$ cat config.mk
export PLATFORM = sky130hd
export DESIGN_NAME = vmon_evtline
export DESIGN_NICKNAME = d
export VERILOG_FILES = /design/src/rtl/vmon_pkg.sv /design/src/rtl/vmon_level_cmp.sv /design/src/rtl/vmon_sync_edge.sv /design/src/rtl/vmon_route.sv /design/src/rtl/vmon_evtline.sv
export SDC_FILE = /design/constraint.sdc
export NUM_CORES = 1
export LEC_CHECK = 0
export ABC_CLOCK_PERIOD_IN_PS = 1250
export CAP_MARGIN = 10
export CORE_MARGIN = 2
export CORE_UTILIZATION = 37
export CTS_BUF_LIST = sky130_fd_sc_hd__clkbuf_4 sky130_fd_sc_hd__clkbuf_8
export CTS_CLUSTER_SIZE = 16
export DETAILED_ROUTE_END_ITERATION = 12
export PLACE_DENSITY = 0.76
export SYNTH_ARGS = -nofsm -noshare
export SYNTH_HDL_FRONTEND = slang
export SYNTH_SLANG_ARGS = --single-unit
$ cat constraint.sdc
create_clock -name clk -period 1.25 [get_ports clk]
set_input_delay 0.25 -clock clk [delete_from_list [all_inputs] [get_ports clk]]
set_output_delay 0.25 -clock clk [all_outputs]
set_load 0.01 [all_outputs]
$ cat src/rtl/vmon_pkg.sv
package vmon_pkg;
  // Routing enables for the event line.
  typedef struct packed {
    logic rise;
    logic fall;
    logic irq;
    logic evt;
  } route_t;

  localparam route_t ROUTE_OFF = '{rise: 1'b0, fall: 1'b0, irq: 1'b0, evt: 1'b0};
endpackage

$ cat src/rtl/vmon_level_cmp.sv
module vmon_level_cmp #(
  parameter int SAMPLE_W = 8,
  parameter int LEVEL_W  = 3,
  parameter int BASE     = 64,
  parameter int STEP     = 16
) (
  input  logic                clk,
  input  logic                rst,
  input  logic                gate,
  input  logic [SAMPLE_W-1:0] sample,
  input  logic [LEVEL_W-1:0]  level,
  output logic                cmp_q
);
  localparam int NUM_LEVELS = 1 << LEVEL_W;

  logic [SAMPLE_W-1:0] thr_tab [NUM_LEVELS];

  for (genvar g = 0; g < NUM_LEVELS; g++) begin : g_thr
    assign thr_tab[g] = SAMPLE_W'(BASE + g * STEP);
  end

  always_ff @(posedge clk) begin
    if (rst)       cmp_q <= 1'b0;
    else if (!gate) cmp_q <= 1'b0;
    else           cmp_q <= (sample >= thr_tab[level]);
  end

  AST_CMP_GATED: assert property (@(posedge clk) disable iff (rst)
    !gate |=> !cmp_q);
endmodule

$ cat src/rtl/vmon_sync_edge.sv
module vmon_sync_edge #(
  parameter int SYNC_STAGES = 2
) (
  input  logic clk,
  input  logic rst,
  input  logic gate,
  input  logic d,
  output logic above,
  output logic rise,
  output logic fall
);
  localparam int SH_W = SYNC_STAGES + 1;

  logic [SH_W-1:0] sh;

  always_ff @(posedge clk) begin
    if (rst || !gate) sh <= '0;
    else              sh <= {sh[SH_W-2:0], d};
  end

  assign above = sh[SYNC_STAGES-1];
  assign rise  = sh[SYNC_STAGES-1] & ~sh[SYNC_STAGES];
  assign fall  = ~sh[SYNC_STAGES-1] & sh[SYNC_STAGES];

  AST_STATUS_GATED: assert property (@(posedge clk) disable iff (rst)
    !gate |=> !above && !fall);
endmodule

$ cat src/rtl/vmon_route.sv
module vmon_route
  import vmon_pkg::*;
(
  input  logic   clk,
  input  logic   rst,
  input  logic   cfg_wr,
  input  route_t cfg_i,
  input  logic   rise_i,
  input  logic   fall_i,
  input  logic   pend_clr,
  output logic   pending,
  output logic   irq,
  output logic   evt
);
  route_t route_q, route_n;
  logic   hit, pend_n;
  logic   pending_q, irq_q, evt_q;

  always_comb begin
    hit     = (rise_i & route_q.rise) | (fall_i & route_q.fall);
    route_n = cfg_wr ? cfg_i : route_q;
    pend_n  = (hit & route_q.irq) | (pending_q & ~pend_clr);
  end

  always_ff @(posedge clk) begin
    if (rst) begin
      route_q   <= ROUTE_OFF;
      pending_q <= 1'b0;
      irq_q     <= 1'b0;
      evt_q     <= 1'b0;
    end else begin
      route_q   <= route_n;
      pending_q <= pend_n;
      irq_q     <= pend_n & route_n.irq;
      evt_q     <= hit & route_q.evt;
    end
  end

  assign pending = pending_q;
  assign irq     = irq_q;
  assign evt     = evt_q;

  AST_PEND_STICKY: assert property (@(posedge clk) disable iff (rst)
    pending_q && !pend_clr |=> pending_q);
  AST_IRQ_NEEDS_PEND: assert property (@(posedge clk) disable iff (rst)
    irq_q |-> pending_q);
  AST_EVT_NEEDS_MODE: assert property (@(posedge clk) disable iff (rst)
    evt_q |-> $past(route_q.evt));
  AST_PEND_NEEDS_IRQ_MODE: assert property (@(posedge clk) disable iff (rst)
    $rose(pending_q) |-> $past(route_q.irq));
endmodule

$ cat src/rtl/vmon_evtline.sv
module vmon_evtline
  import vmon_pkg::*;
#(
  parameter int SAMPLE_W    = 8,
  parameter int LEVEL_W     = 3,
  parameter int BASE        = 64,
  parameter int STEP        = 16,
  parameter int SYNC_STAGES = 2
) (
  input  logic                clk,
  input  logic                rst,
  input  logic [SAMPLE_W-1:0] sample,
  input  logic [LEVEL_W-1:0]  level,
  input  logic                det_en,
  input  logic                standby,
  input  logic                cfg_wr,
  input  logic                cfg_rise,
  input  logic                cfg_fall,
  input  logic                cfg_irq,
  input  logic                cfg_evt,
  input  logic                pend_clr,
  output logic                above,
  output logic                pending,
  output logic                irq,
  output logic                evt
);
  logic   gate, cmp_q, rise, fall;
  route_t cfg;

  assign gate = det_en & ~standby;
  assign cfg  = '{rise: cfg_rise, fall: cfg_fall, irq: cfg_irq, evt: cfg_evt};

  vmon_level_cmp #(
    .SAMPLE_W(SAMPLE_W), .LEVEL_W(LEVEL_W), .BASE(BASE), .STEP(STEP)
  ) u_cmp (
    .clk(clk), .rst(rst), .gate(gate), .sample(sample), .level(level), .cmp_q(cmp_q)
  );

  vmon_sync_edge #(.SYNC_STAGES(SYNC_STAGES)) u_sync (
    .clk(clk), .rst(rst), .gate(gate), .d(cmp_q),
    .above(above), .rise(rise), .fall(fall)
  );

  vmon_route u_route (
    .clk(clk), .rst(rst), .cfg_wr(cfg_wr), .cfg_i(cfg),
    .rise_i(rise), .fall_i(fall), .pend_clr(pend_clr),
    .pending(pending), .irq(irq), .evt(evt)
  );

  AST_RESET_QUIET: assert property (@(posedge clk)
    rst |=> !pending && !irq && !evt && !above);
endmodule

[Yosys cells after proc, flatten, opt, wreduce, memory -nomap -nowiden]
Memories as Yosys holds them, arrays and structs flattened.
Cells that the tools add are included.
Word-level totals
  memories: 1
  memory bits (read-only): 64
  input bits: 21
  bits in registers: 11
Memory list
  (no name shown): depth 8, bits a word 8, rd ports 1, clocked after Yosys merged registers in 0, wr ports 0, line vmon_level_cmp.sv:25  | else cmp_q <= (sample >= thr_tab[level]);
Cells by class
  magnitude comparators: 2
  reductions and logical operators: 3
  muxes and demuxes: 3
  bitwise gates (word level): 17
Operator list (number)
  $mux W8: 2
  $and A1 B1 Y1: 9
  $ge A8 B8 Y1: 1
  $not A1 Y1: 5
  $ge A4 B4 Y1 const B: 1
  $not A3 Y4: 1
  $mux W2: 1
  $or A1 B1 Y1: 2
  $reduce_or A2 Y1: 1
  $logic_not A1 Y1: 1
  $logic_or A1 B1 Y1: 1

[Longest topological paths before layout]
Gate-level depths: netlist of the first run.
  depth after elaboration: 7
  mapped depth: 5

[Modules after synthesis]
Synthesis of the first run repeated with hierarchy kept, for this count alone.
Second synthesis, totals
  cell total of the unflattened synthesis: 48
  area, all modules: 505.5 um2
Modules (own cells, without submodules)
  vmon_route: instances 1, area each 252.7 um2, cells an instance 22, sequential area each 140.1 um2
  vmon_level_cmp: instances 1, area each 140.1 um2, cells an instance 17, sequential area each 20.0 um2
  vmon_sync_edge: instances 1, area each 98.8 um2, cells an instance 8, sequential area each 60.1 um2
  vmon_evtline: instances 1, area each 13.8 um2, cells an instance 1, sequential area each 0.0 um2

[Least setup slack after synthesis of the first run]
No wires, ideal clock.
  path kind: in2reg
  from: input level[2]
  to: register u_cmp.cmp_q
  required time: 1.127 ns
  library setup time: 0.123 ns
  stages on the path: 5
  data arrival time: 1.058 ns
  slack: 0.069 ns
  cells stage by stage: inv_1 > ha_1 > and4b_1 > a221oi_2 > a21boi_1
Between the ends
  longest elaborated chain between the ends: 5
RTL lines
  from (decl): line vmon_evtline.sv:13  | input logic [LEVEL_W-1:0] level,
  $not A3 Y4 (implied by the code): line vmon_level_cmp.sv:25
  $mem_v2 Z8 W8
  $mux W8 (implied by the code) (2 in series): line vmon_level_cmp.sv:25
  $ge A8 B8 Y1: line vmon_level_cmp.sv:25
  to (signal assigned): line vmon_level_cmp.sv:25
  to (decl): line vmon_level_cmp.sv:12  | output logic cmp_q
No other way between the ends. The select of a mux whose other input is x is not followed.
A chain may end at the register's enable or synchronous reset.

[Worst setup path in the final report of the first run]
Ends and elaborated chain as after synthesis.

==> results of run 1 <==
logic make-up after synthesis:
group                    share of synthesized area [%]
AO/OA/AOI/OAI                                     14.5
AND/OR/NAND/NOR                                   24.4
multiplexers                                      7.36
adder cells (fa/ha/maj)                           9.20
flip-flops                                        40.5
buffers and inverters                             4.14
layer usage:
| layer | share of wire, % | vias to the layer above |
|---|---|---|
| met4 | 3.2 | 0 |
| li1 | - | 218 |
| met5 | 0 | - |
| met1 | 43 | 183 |
| met3 | 6.4 | 4 |
| met2 | 47 | 15 |
per-stage QoR:
step | cells | instance area, sq um | util [%] | setup TNS [ps]
2_1_floorplan | 45 | 544 | - | 0
3_3_place_gp | 87 | 822 | 61.6 | -445
3_5_place_dp | 87 | 822 | 61.6 | -482
4_1_cts | 91 | 853 | 64.0 | -41.6
5_1_grt | 91 | 880 | 65.9 | 0
6_report | 91 | 880 | 65.9 | 0
cell type report:
type / instances / area share (%)
timing repair buffer: 28 / 31.4
multi-input combinational: 30 / 36.7
inverter: 3 / 1.28
tap: 15 / 2.13
sequential: 11 / 25.0
clock buffer: 4 / 3.41
cell usage in the layout (no fill, tap or decap), drive strengths merged, types with 2 or more instances in the layout:
master	netlist	routed
clkbuf	0	4
dlymetal6s2s	0	5
nand2b	2	2
inv	3	3
dfxtp	11	11
clkdlybuf4s50	0	13
and2	3	3
a21boi	2	2
nand3b	2	2
dlygate4sd2	0	5
buf	1	4
a21oi	2	2
nor2	4	4
mux2i	4	4
ha	4	4
power by group through the flow:
stage | clock (uW) | combinational (uW) | sequential [uW]
after floorplan | 0 | 49.4 | 372
after global placement | 0 | 128 | 373
after detailed placement | 0 | 129 | 374
after CTS | 273 | 132 | 365
after global routing | 285 | 149 | 366
final | 259 | 134 | 365
flip-flops by register name, summed over array words and instances, names as in the netlist:
| signal | flops |
|---|---|
| u_route.route_q | 4 |
| u_sync.sh | 3 |
| u_cmp.cmp_q | 1 |
| u_route.evt | 1 |
| u_route.irq | 1 |
| u_route.pending | 1 |
worst max path at each step:
| stage | slack, ps | cells past startpoint | end |
|---|---|---|---|
| after floorplan | 70 | 5 | u_cmp.cmp_q |
| after global placement | -410 | 6 | u_cmp.cmp_q |
| after detailed placement | -450 | 6 | u_cmp.cmp_q |
| after CTS | -40 | 6 | u_cmp.cmp_q |
| after global routing | 20 | 6 | u_cmp.cmp_q |
| final | 100 | 6 | u_cmp.cmp_q |
what timing repair did:
action | in CTS | in global routing
pin swaps | 5 | 6
endpoints found under the setup margin | 5 | 1
resized for setup | 7 | 8
worst min-delay path, stage by stage:
cell,delay [ps]
dlymetal6s2s_1,90
ha_1,160
a221oi_2,40
a21boi_1,120
==> impl_metrics.tcl, run 1 <==
set metrics [dict create \
    met3_use_gr_pct 3.02 \
    post_synth_most_frequent_cells "dfxtp_1 (11), ha_1 (4), mux2i_1 (4)" \
    hold_viol 0 \
    result_of_the_run "complete, no violations" \
    min_delay_worst_endpoint "u_cmp.cmp_q" \
    worst_path_fanout_max 2 \
    cp_cell_sequence "clkdlybuf4s15_1 -> inv_1 -> ha_1 -> and4b_1 -> a221oi_2 -> a21boi_1" \
    postRouteAntennaNets 0 \
    number_of_enable_type_register_cells_in_the_synthesized_netlist 0 \
    synth_largest_type_area_fraction_pct 40.5 \
    critical_path.slowest_cell "ha_1" \
    synth.lib_cells_used.distinct 21 \
    first_pass_iters 2 \
    clock-root-buffer "clkbuf_4" \
    share_comb_of_total_power_pct 17.7 \
    reg2reg_from "u_sync.sh[1]" \
    netSwitchingFraction_pct 21.4 \
    tritoncts "done" \
    switching_power_uw 162 \
    cell_internal_power_uw 596 \
    ir_worst_vdd_mv 0.373 \
    vias 420 \
    cts_setup_buffers 0 \
    worst_hold_path_type "primary input to register" \
    avgSynthCellArea_sq_um 12.1 \
    startpoint "level[2]" \
    groute.layer.met1.usage_pct 15.1 \
    number_of_filler_instances_in_the_final_layout 111 \
    grt_setup_unrepaired "false" \
    fin_worst_skew_ps 3.16 \
    area_growth_from_synthesis_to_layout_pct 61.6 \
    timing.hold.worst.start "sample[7]" \
    synth.net_count 70 \
    io_buffer_count 24 \
    post_drt_wl_per_cell_um 10.7 \
    drc_errors 0 \
    finish.net_count 102 \
    grt.overflow.total 0 \
    detail_route.vias_per_cell 4.62 \
    regToRegSetupSlack_ps 240 \
    totalPowerFinal_uw 758 \
    multiInputGateArea_sq_um 323 \
    start_kind "primary input" \
    antenna-diode-count 0 \
    grt_first_pass_wirelength_um 1570 \
    place_congestion 0.766 \
    place.detailed.hpwl_um 749 \
    final.hold.worst_slack_ps 417 \
    grt_pass1_vias 410 \
    postSynthRegisterBits 11 \
    drive_gt1_share_pct 25.0 \
    cpLargestDelayFamily "compound AO/OA/AOI/OAI gates" \
    endpoint_class_of_the_critical_path "register" \
    cts_made_buffers 3 \
    p_seq_share_pct 48.2 \
    leakagePower_uw 0.000477 \
    syn-instance-count 45 \
    path_type_of_the_worst_setup_path "primary input to register" \
    peak_usage_layer_in_the_global_routing_report "met2" \
    fin_crit_sh_pct 91.6 \
    clock_power_share_pct 34.1 \
    worst_path_largest_cell_delay_ps 290 \
    start_util_pct 40.8 \
    crit-reg2reg-capture "u_route.pending" \
    gr-usage-all-layers_pct 11.9 \
    row_cnt 13 \
    final-max-slew-violation-count 0 \
    design.core.area_sq_um 1330 \
    die_height_um 42.4 \
    mappedNetlistArea_sq_um 544 \
    grt.met2_usage_pct 16.0 \
    worst_pin_slew_ps 229 \
    post-synth-top-count-cell "dfxtp_1" \
    timing.hold.worst_path_depth 4 \
    setup_violations 0 \
    synth_top_flop_cell "dfxtp_1" \
    routed_wirelength_um 971 \
    grt_start_max_net_pins 7 \
    synth.yosys.warnings 0 \
    clkSlewWorstSetupHoldPaths_ps 70 \
    holdBufCountCts 0 \
    synth.area.top_cells "dfxtp_1 (40%), ha_1 (9.2%), mux2i_1 (7.4%), nand3b_4 (7.4%), a21boi_4 (3.4%)" \
    cts_max_level 1 \
    timing.max_slew.rel_slack_pct 84.7 \
    num_ports 25 \
    clk_path_buf_depth 2 \
    worstSkewPairLatency_ps 260 \
    die_w_um 42.4 \
    worstPathBufferInverterCount 2 \
    synth_top_area_cell "dfxtp_1" \
    ys_async_sr_fraction_pct 0 \
    power-per-cell-area_nw_per_um2 862 \
    tritoncts_num_sinks 11 \
    maxCapViolations 0 \
    number_of_antenna_violations_at_the_first_check_in_global_routing 0 \
    max_clock_freq_ghz 0.873 \
    die_area_sq_um 1790 \
    required_time_of_the_critical_path_ps 1410 \
    sequential_to_total_area_share_from_yosys_stat_pct 40.5 \
    ff2ff_path_depth 4 \
    arrival_ps 1300 \
    setup_slack_ps 105 \
    first_iter_violations 1 \
    area.sequential_sq_um 220 \
    place_worst_setup_slack_ps -450 \
    min_period_ps 1150 \
]
Power figures use the tool's default switching activity.
==> inputs of run 2 (changes only) <==
--- a/config.mk
+++ b/config.mk
@@ -7,12 +7,12 @@
 export LEC_CHECK = 0
 export ABC_CLOCK_PERIOD_IN_PS = 1250
 export CAP_MARGIN = 10
-export CORE_MARGIN = 2
 export CORE_UTILIZATION = 37
 export CTS_BUF_LIST = sky130_fd_sc_hd__clkbuf_4 sky130_fd_sc_hd__clkbuf_8
 export CTS_CLUSTER_SIZE = 16
 export DETAILED_ROUTE_END_ITERATION = 12
 export PLACE_DENSITY = 0.76
+export SLEW_MARGIN = 20
 export SYNTH_ARGS = -nofsm -noshare
 export SYNTH_HDL_FRONTEND = slang
 export SYNTH_SLANG_ARGS = --single-unit
==> impl_metrics.tcl, run 2 (synthesis results as in run 1) <==
set metrics [dict create \
    result_of_the_run "complete, no violations" \
    clkSlewWorstSetupHoldPaths_ps 70 \
    place_worst_setup_slack_ps -435 \
    post_drt_wl_per_cell_um 10.7 \
    endpoint_class_of_the_critical_path "register" \
    num_ports 25 \
    drive_gt1_share_pct 26.3 \
    max_clock_freq_ghz 0.879 \
    worst_hold_path_type "register to register" \
    grt_first_pass_wirelength_um 1360 \
    holdBufCountCts 0 \
    power-per-cell-area_nw_per_um2 862 \
    final-max-slew-violation-count 0 \
    tritoncts "done" \
    layout_commonest_cell "clkdlybuf4s50_1" \
    grt_start_max_net_pins 7 \
    cts_max_level 1 \
    first_pass_iters 2 \
    multiInputGateArea_sq_um 335 \
    maxCapViolations 0 \
    vias 425 \
    netSwitchingFraction_pct 22.1 \
    timing.max_slew.rel_slack_pct 84.2 \
    switching_power_uw 170 \
    min_period_ps 1140 \
    row_cnt 13 \
    cts_made_buffers 3 \
    io_buffer_count 24 \
    gr-usage-all-layers_pct 12.9 \
    place.detailed.hpwl_um 762 \
    fin_crit_sh_pct 91.0 \
    place_congestion 0.755 \
    antenna-diode-count 0 \
    fin_worst_skew_ps 5.56 \
    hold_viol 0 \
    post-place-cells 87 \
    setup_total_negative_slack_ps 0 \
    largest_registers "u_route.route_q x4, u_sync.sh x3" \
    tritoncts_num_sinks 11 \
    setup_slack_ps 113 \
    area_growth_from_synthesis_to_layout_pct 63.7 \
    clock_power_share_pct 34.5 \
    clock-root-buffer "clkbuf_4" \
    drc_errors 0 \
    cell_internal_power_uw 598 \
    registers.top_by_ff_count "u_route.route_q" \
    start_util_pct 40.8 \
    required_time_of_the_critical_path_ps 1400 \
    grt_setup_unrepaired "false" \
    worst_path_fanout_max 2 \
    path_type_of_the_worst_setup_path "primary input to register" \
    start_kind "primary input" \
    cts_setup_buffers 0 \
    finish.net_count 102 \
    detail_route.vias_per_cell 4.67 \
    die_height_um 40.4 \
    regToRegSetupSlack_ps 260 \
    share_comb_of_total_power_pct 17.9 \
    clk_path_buf_depth 2 \
    routed_wirelength_um 970 \
    post-route-util_pct 66.8 \
    grt_pass1_vias 369 \
    grt.overflow.total 0 \
    die_w_um 40.4 \
    largest_register_ffs 4 \
    commonest_non_fill_non_tap_cells_in_the_layout "clkdlybuf4s50_1 (13), dfxtp_1 (11), dlygate4sd2_1 (6)" \
    p_seq_share_pct 47.6 \
    number_of_filler_instances_in_the_final_layout 104 \
    area.sequential_sq_um 220 \
    worstSkewPairLatency_ps 270 \
    number_of_antenna_violations_at_the_first_check_in_global_routing 0 \
    die_area_sq_um 1630 \
    leakagePower_uw 0.000477 \
    setup_violations 0 \
    finish.cell_count_without_fillers 91 \
    design.core.area_sq_um 1330 \
    worst_pin_slew_ps 236 \
    arrival_ps 1290 \
    postRouteAntennaNets 0 \
    ir_worst_vdd_mv 0.410 \
    first_iter_violations 3 \
]
==> run 2: final timing paths <==
path                start  cells after the start               to
max reg2reg  u_sync.sh[1]                      4  u_route.pending
min reg2reg   u_cmp.cmp_q                      1     u_sync.sh[0]
max              level[2]                      5      u_cmp.cmp_q
min           u_cmp.cmp_q                      1     u_sync.sh[0]
==> run 2: what timing repair did <==
action / CTS / global route
pin swaps: 4 / 6
gates resized for setup: 7 / 8
endpoints found under the setup margin: 5 / 1
==> run 2: per-layer routing <==
metal / wire (um) / global-route usage [%] / vias to the layer above
met4: 29 / 10.0 / 0
met3: 50 / 3.33 / 4
met5: 0 / 0 / -
met1: 439 / 14.1 / 187
met2: 451 / 21.0 / 16
li1: - / - / 218
==> run 2: critical path, stage by stage <==
cell	delay [ps]
dlygate4sd2_1	250
ha_1	280
and4b_1	200
a221oi_2	230
a21boi_1	90
==> run 2: final cells by class <==
type	count	share of cell area, %
inverters	3	1.26
multi-input cells	30	37.6
repair buffers	28	30.9
flip-flops and latches	11	24.7
clock buffers	4	3.37
well taps	15	2.11
==> run 2: metrics by stage <==
stage                     power, uW  hold slack (ps)  area [sq um]
after global routing            807              441           891
after floorplan                 422              312           544
after detailed placement        503              418           822
after CTS                       769              434           853
after global placement          501              411           822
final                           768              432           891
==> run 2: power groups by stage <==
| stage | registers, uW | logic (uW) | clock network (uW) |
|---|---|---|---|
| after floorplan | 372 | 49.4 | 0 |
| after global placement | 373 | 128 | 0 |
| after detailed placement | 374 | 129 | 0 |
| after CTS | 365 | 132 | 272 |
| after global routing | 366 | 150 | 291 |
| final | 365 | 137 | 265 |
==> inputs of run 3 (changes only) <==
--- a/config.mk
+++ b/config.mk
@@ -5,13 +5,13 @@
 export SDC_FILE = /design/constraint.sdc
 export NUM_CORES = 1
 export LEC_CHECK = 0
-export ABC_CLOCK_PERIOD_IN_PS = 1250
-export CAP_MARGIN = 10
-export CORE_UTILIZATION = 37
+export ABC_CLOCK_PERIOD_IN_PS = 1300
+export CAP_MARGIN = 20
+export CORE_UTILIZATION = 41
 export CTS_BUF_LIST = sky130_fd_sc_hd__clkbuf_4 sky130_fd_sc_hd__clkbuf_8
 export CTS_CLUSTER_SIZE = 16
 export DETAILED_ROUTE_END_ITERATION = 12
-export PLACE_DENSITY = 0.76
+export PLACE_DENSITY = 0.8
 export SLEW_MARGIN = 20
 export SYNTH_ARGS = -nofsm -noshare
 export SYNTH_HDL_FRONTEND = slang
==> constraint.sdc (replaced) <==
create_clock -name clk -period 1.3 [get_ports clk]
set_input_delay 0.26 -clock clk [delete_from_list [all_inputs] [get_ports clk]]
set_output_delay 0.26 -clock clk [all_outputs]
set_load 0.01 [all_outputs]
==> impl_metrics.tcl, run 3 (synthesis results as in run 1) <==
set metrics [dict create \
    detail_route.vias_per_cell 4.84 \
    antenna-diode-count 0 \
    tritoncts_num_sinks 11 \
    post_drt_wl_per_cell_um 12.1 \
    cts_max_level 1 \
    power-per-cell-area_nw_per_um2 826 \
    num_ports 25 \
    postRouteAntennaNets 0 \
    grt_setup_unrepaired "false" \
    startpoint "level[2]" \
    final.hold.worst_slack_ps 427 \
    place_congestion 0.657 \
    arrival_ps 1340 \
    clock-root-buffer "clkbuf_4" \
    place.detailed.hpwl_um 865 \
    grt_start_max_net_pins 7 \
    grt_first_pass_wirelength_um 1680 \
    vias 436 \
    worstSkewPairLatency_ps 260 \
    row_cnt 12 \
    grt.overflow.total 0 \
    number_of_antenna_violations_at_the_first_check_in_global_routing 0 \
    start_util_pct 46.5 \
    clkSlewWorstSetupHoldPaths_ps 60 \
    endpoint_class_of_the_critical_path "register" \
    die_w_um 38.4 \
    fin_crit_sh_pct 91.3 \
    worst_path_fanout_max 2 \
    cts_made_buffers 3 \
    path_type_of_the_worst_setup_path "primary input to register" \
    leakagePower_uw 0.000485 \
    worst_pin_slew_ps 232 \
    first_pass_iters 4 \
    reg2reg_from "u_sync.sh[1]" \
    layout_commonest_cell "clkdlybuf4s50_1" \
    placedInstanceArea_sq_um 821 \
    tritoncts "done" \
    registers.top_by_ff_count "u_route.route_q" \
    die_area_sq_um 1480 \
    finish.net_count 102 \
    ir_worst_vdd_mv 0.671 \
    crit-reg2reg-capture "u_route.pending" \
    drive_gt1_share_pct 25.0 \
    design.core.area_sq_um 1170 \
    io_buffer_count 24 \
    worst_hold_path_type "register to register" \
    hold_viol 0 \
    largest_register_ffs 4 \
    routed_wirelength_um 1090 \
    first_iter_violations 8 \
    required_time_of_the_critical_path_ps 1450 \
    commonest_non_fill_non_tap_cells_in_the_layout "clkdlybuf4s50_1 (13), dfxtp_1 (11), dlymetal6s2s_1 (6)" \
    drc_errors 0 \
    regToRegSetupSlack_ps 280 \
    clk_path_buf_depth 2 \
    maxCapViolations 0 \
    finish.instance_area_sq_um 881 \
    number_of_filler_instances_in_the_final_layout 84 \
    result_of_the_run "complete, no violations" \
    die_height_um 38.4 \
    crit_end "u_cmp.cmp_q" \
    area_growth_from_synthesis_to_layout_pct 61.8 \
    gr-usage-all-layers_pct 17.7 \
    setup_violations 0 \
    ff2ff_path_depth 4 \
    start_kind "primary input" \
    grt_pass1_vias 413 \
    largest_registers "u_route.route_q x4, u_sync.sh x3" \
    max_clock_freq_ghz 0.843 \
    min_period_ps 1190 \
    fin_worst_skew_ps 0.925 \
    timing.max_slew.rel_slack_pct 84.5 \
    final-max-slew-violation-count 0 \
]
==> run 3: cell count changes in the layout (fill, tap and decap cells not counted), sizes merged <==
cell | before | now
dlygate4sd2 | 6 | 5
dlymetal6s2s | 5 | 6
==> run 3: layer usage <==
layer | vias up | global-route usage (%) | routed length, um
met5 | - | 0 | 0
met4 | 0 | 7.76 | 7
met3 | 2 | 6.98 | 71
met1 | 195 | 17.7 | 430
met2 | 18 | 31.8 | 575
li1 | 221 | - | -
==> run 3: worst min-delay path by stage <==
stage,start,end,slack [ps],cells after the start
6_report,u_cmp.cmp_q,u_sync.sh[0],430,1
5_1_grt,u_cmp.cmp_q,u_sync.sh[0],460,1
4_1_cts,u_cmp.cmp_q,u_sync.sh[0],430,1
3_5_place_dp,u_cmp.cmp_q,u_sync.sh[0],410,1
3_3_place_gp,u_cmp.cmp_q,u_sync.sh[0],410,1
2_1_floorplan,rst,u_route.pending,320,1
==> run 3: repair_timing <==
item                                    CTS  global route
hold buffers                              0             0
pin swaps                                 3             6
buffers inserted                          0             0
gates resized for setup                   5             9
endpoints found under the setup margin    5             1
==> run 3: per-stage QoR <==
step,total power [uW],util [%],setup slack [ps],instances,TNS (ps)
6_report,728,75.2,114,90,0
5_1_grt,758,75.2,37.4,90,0
3_5_place_dp,485,70.1,-400,86,-443
3_3_place_gp,483,70.1,-376,86,-392
2_1_floorplan,405,-,109,45,0
4_1_cts,735,72.1,-76.3,90,-76.3
==> run 3: power by group <==
group          switching, uW  internal [uW]
clock                    106            140
combinational           43.0           88.0
sequential              5.60            346
==> run 3: layout make-up <==
cell class / instances / area [sq um] / area share, %
Clock buffer: 4 / 30.0 / 3.41
Inverter: 3 / 11.3 / 1.28
Multi-Input combinational cell: 30 / 323 / 36.6
Sequential cell: 11 / 220 / 25.0
Tap cell: 14 / 17.5 / 1.99
Timing Repair Buffer: 28 / 279 / 31.7
==> run 3: critical path: stages <==
cell,delay [ps]
dlygate4sd2_1,240
ha_1,300
and4b_1,220
a221oi_2,230
a21boi_1,90
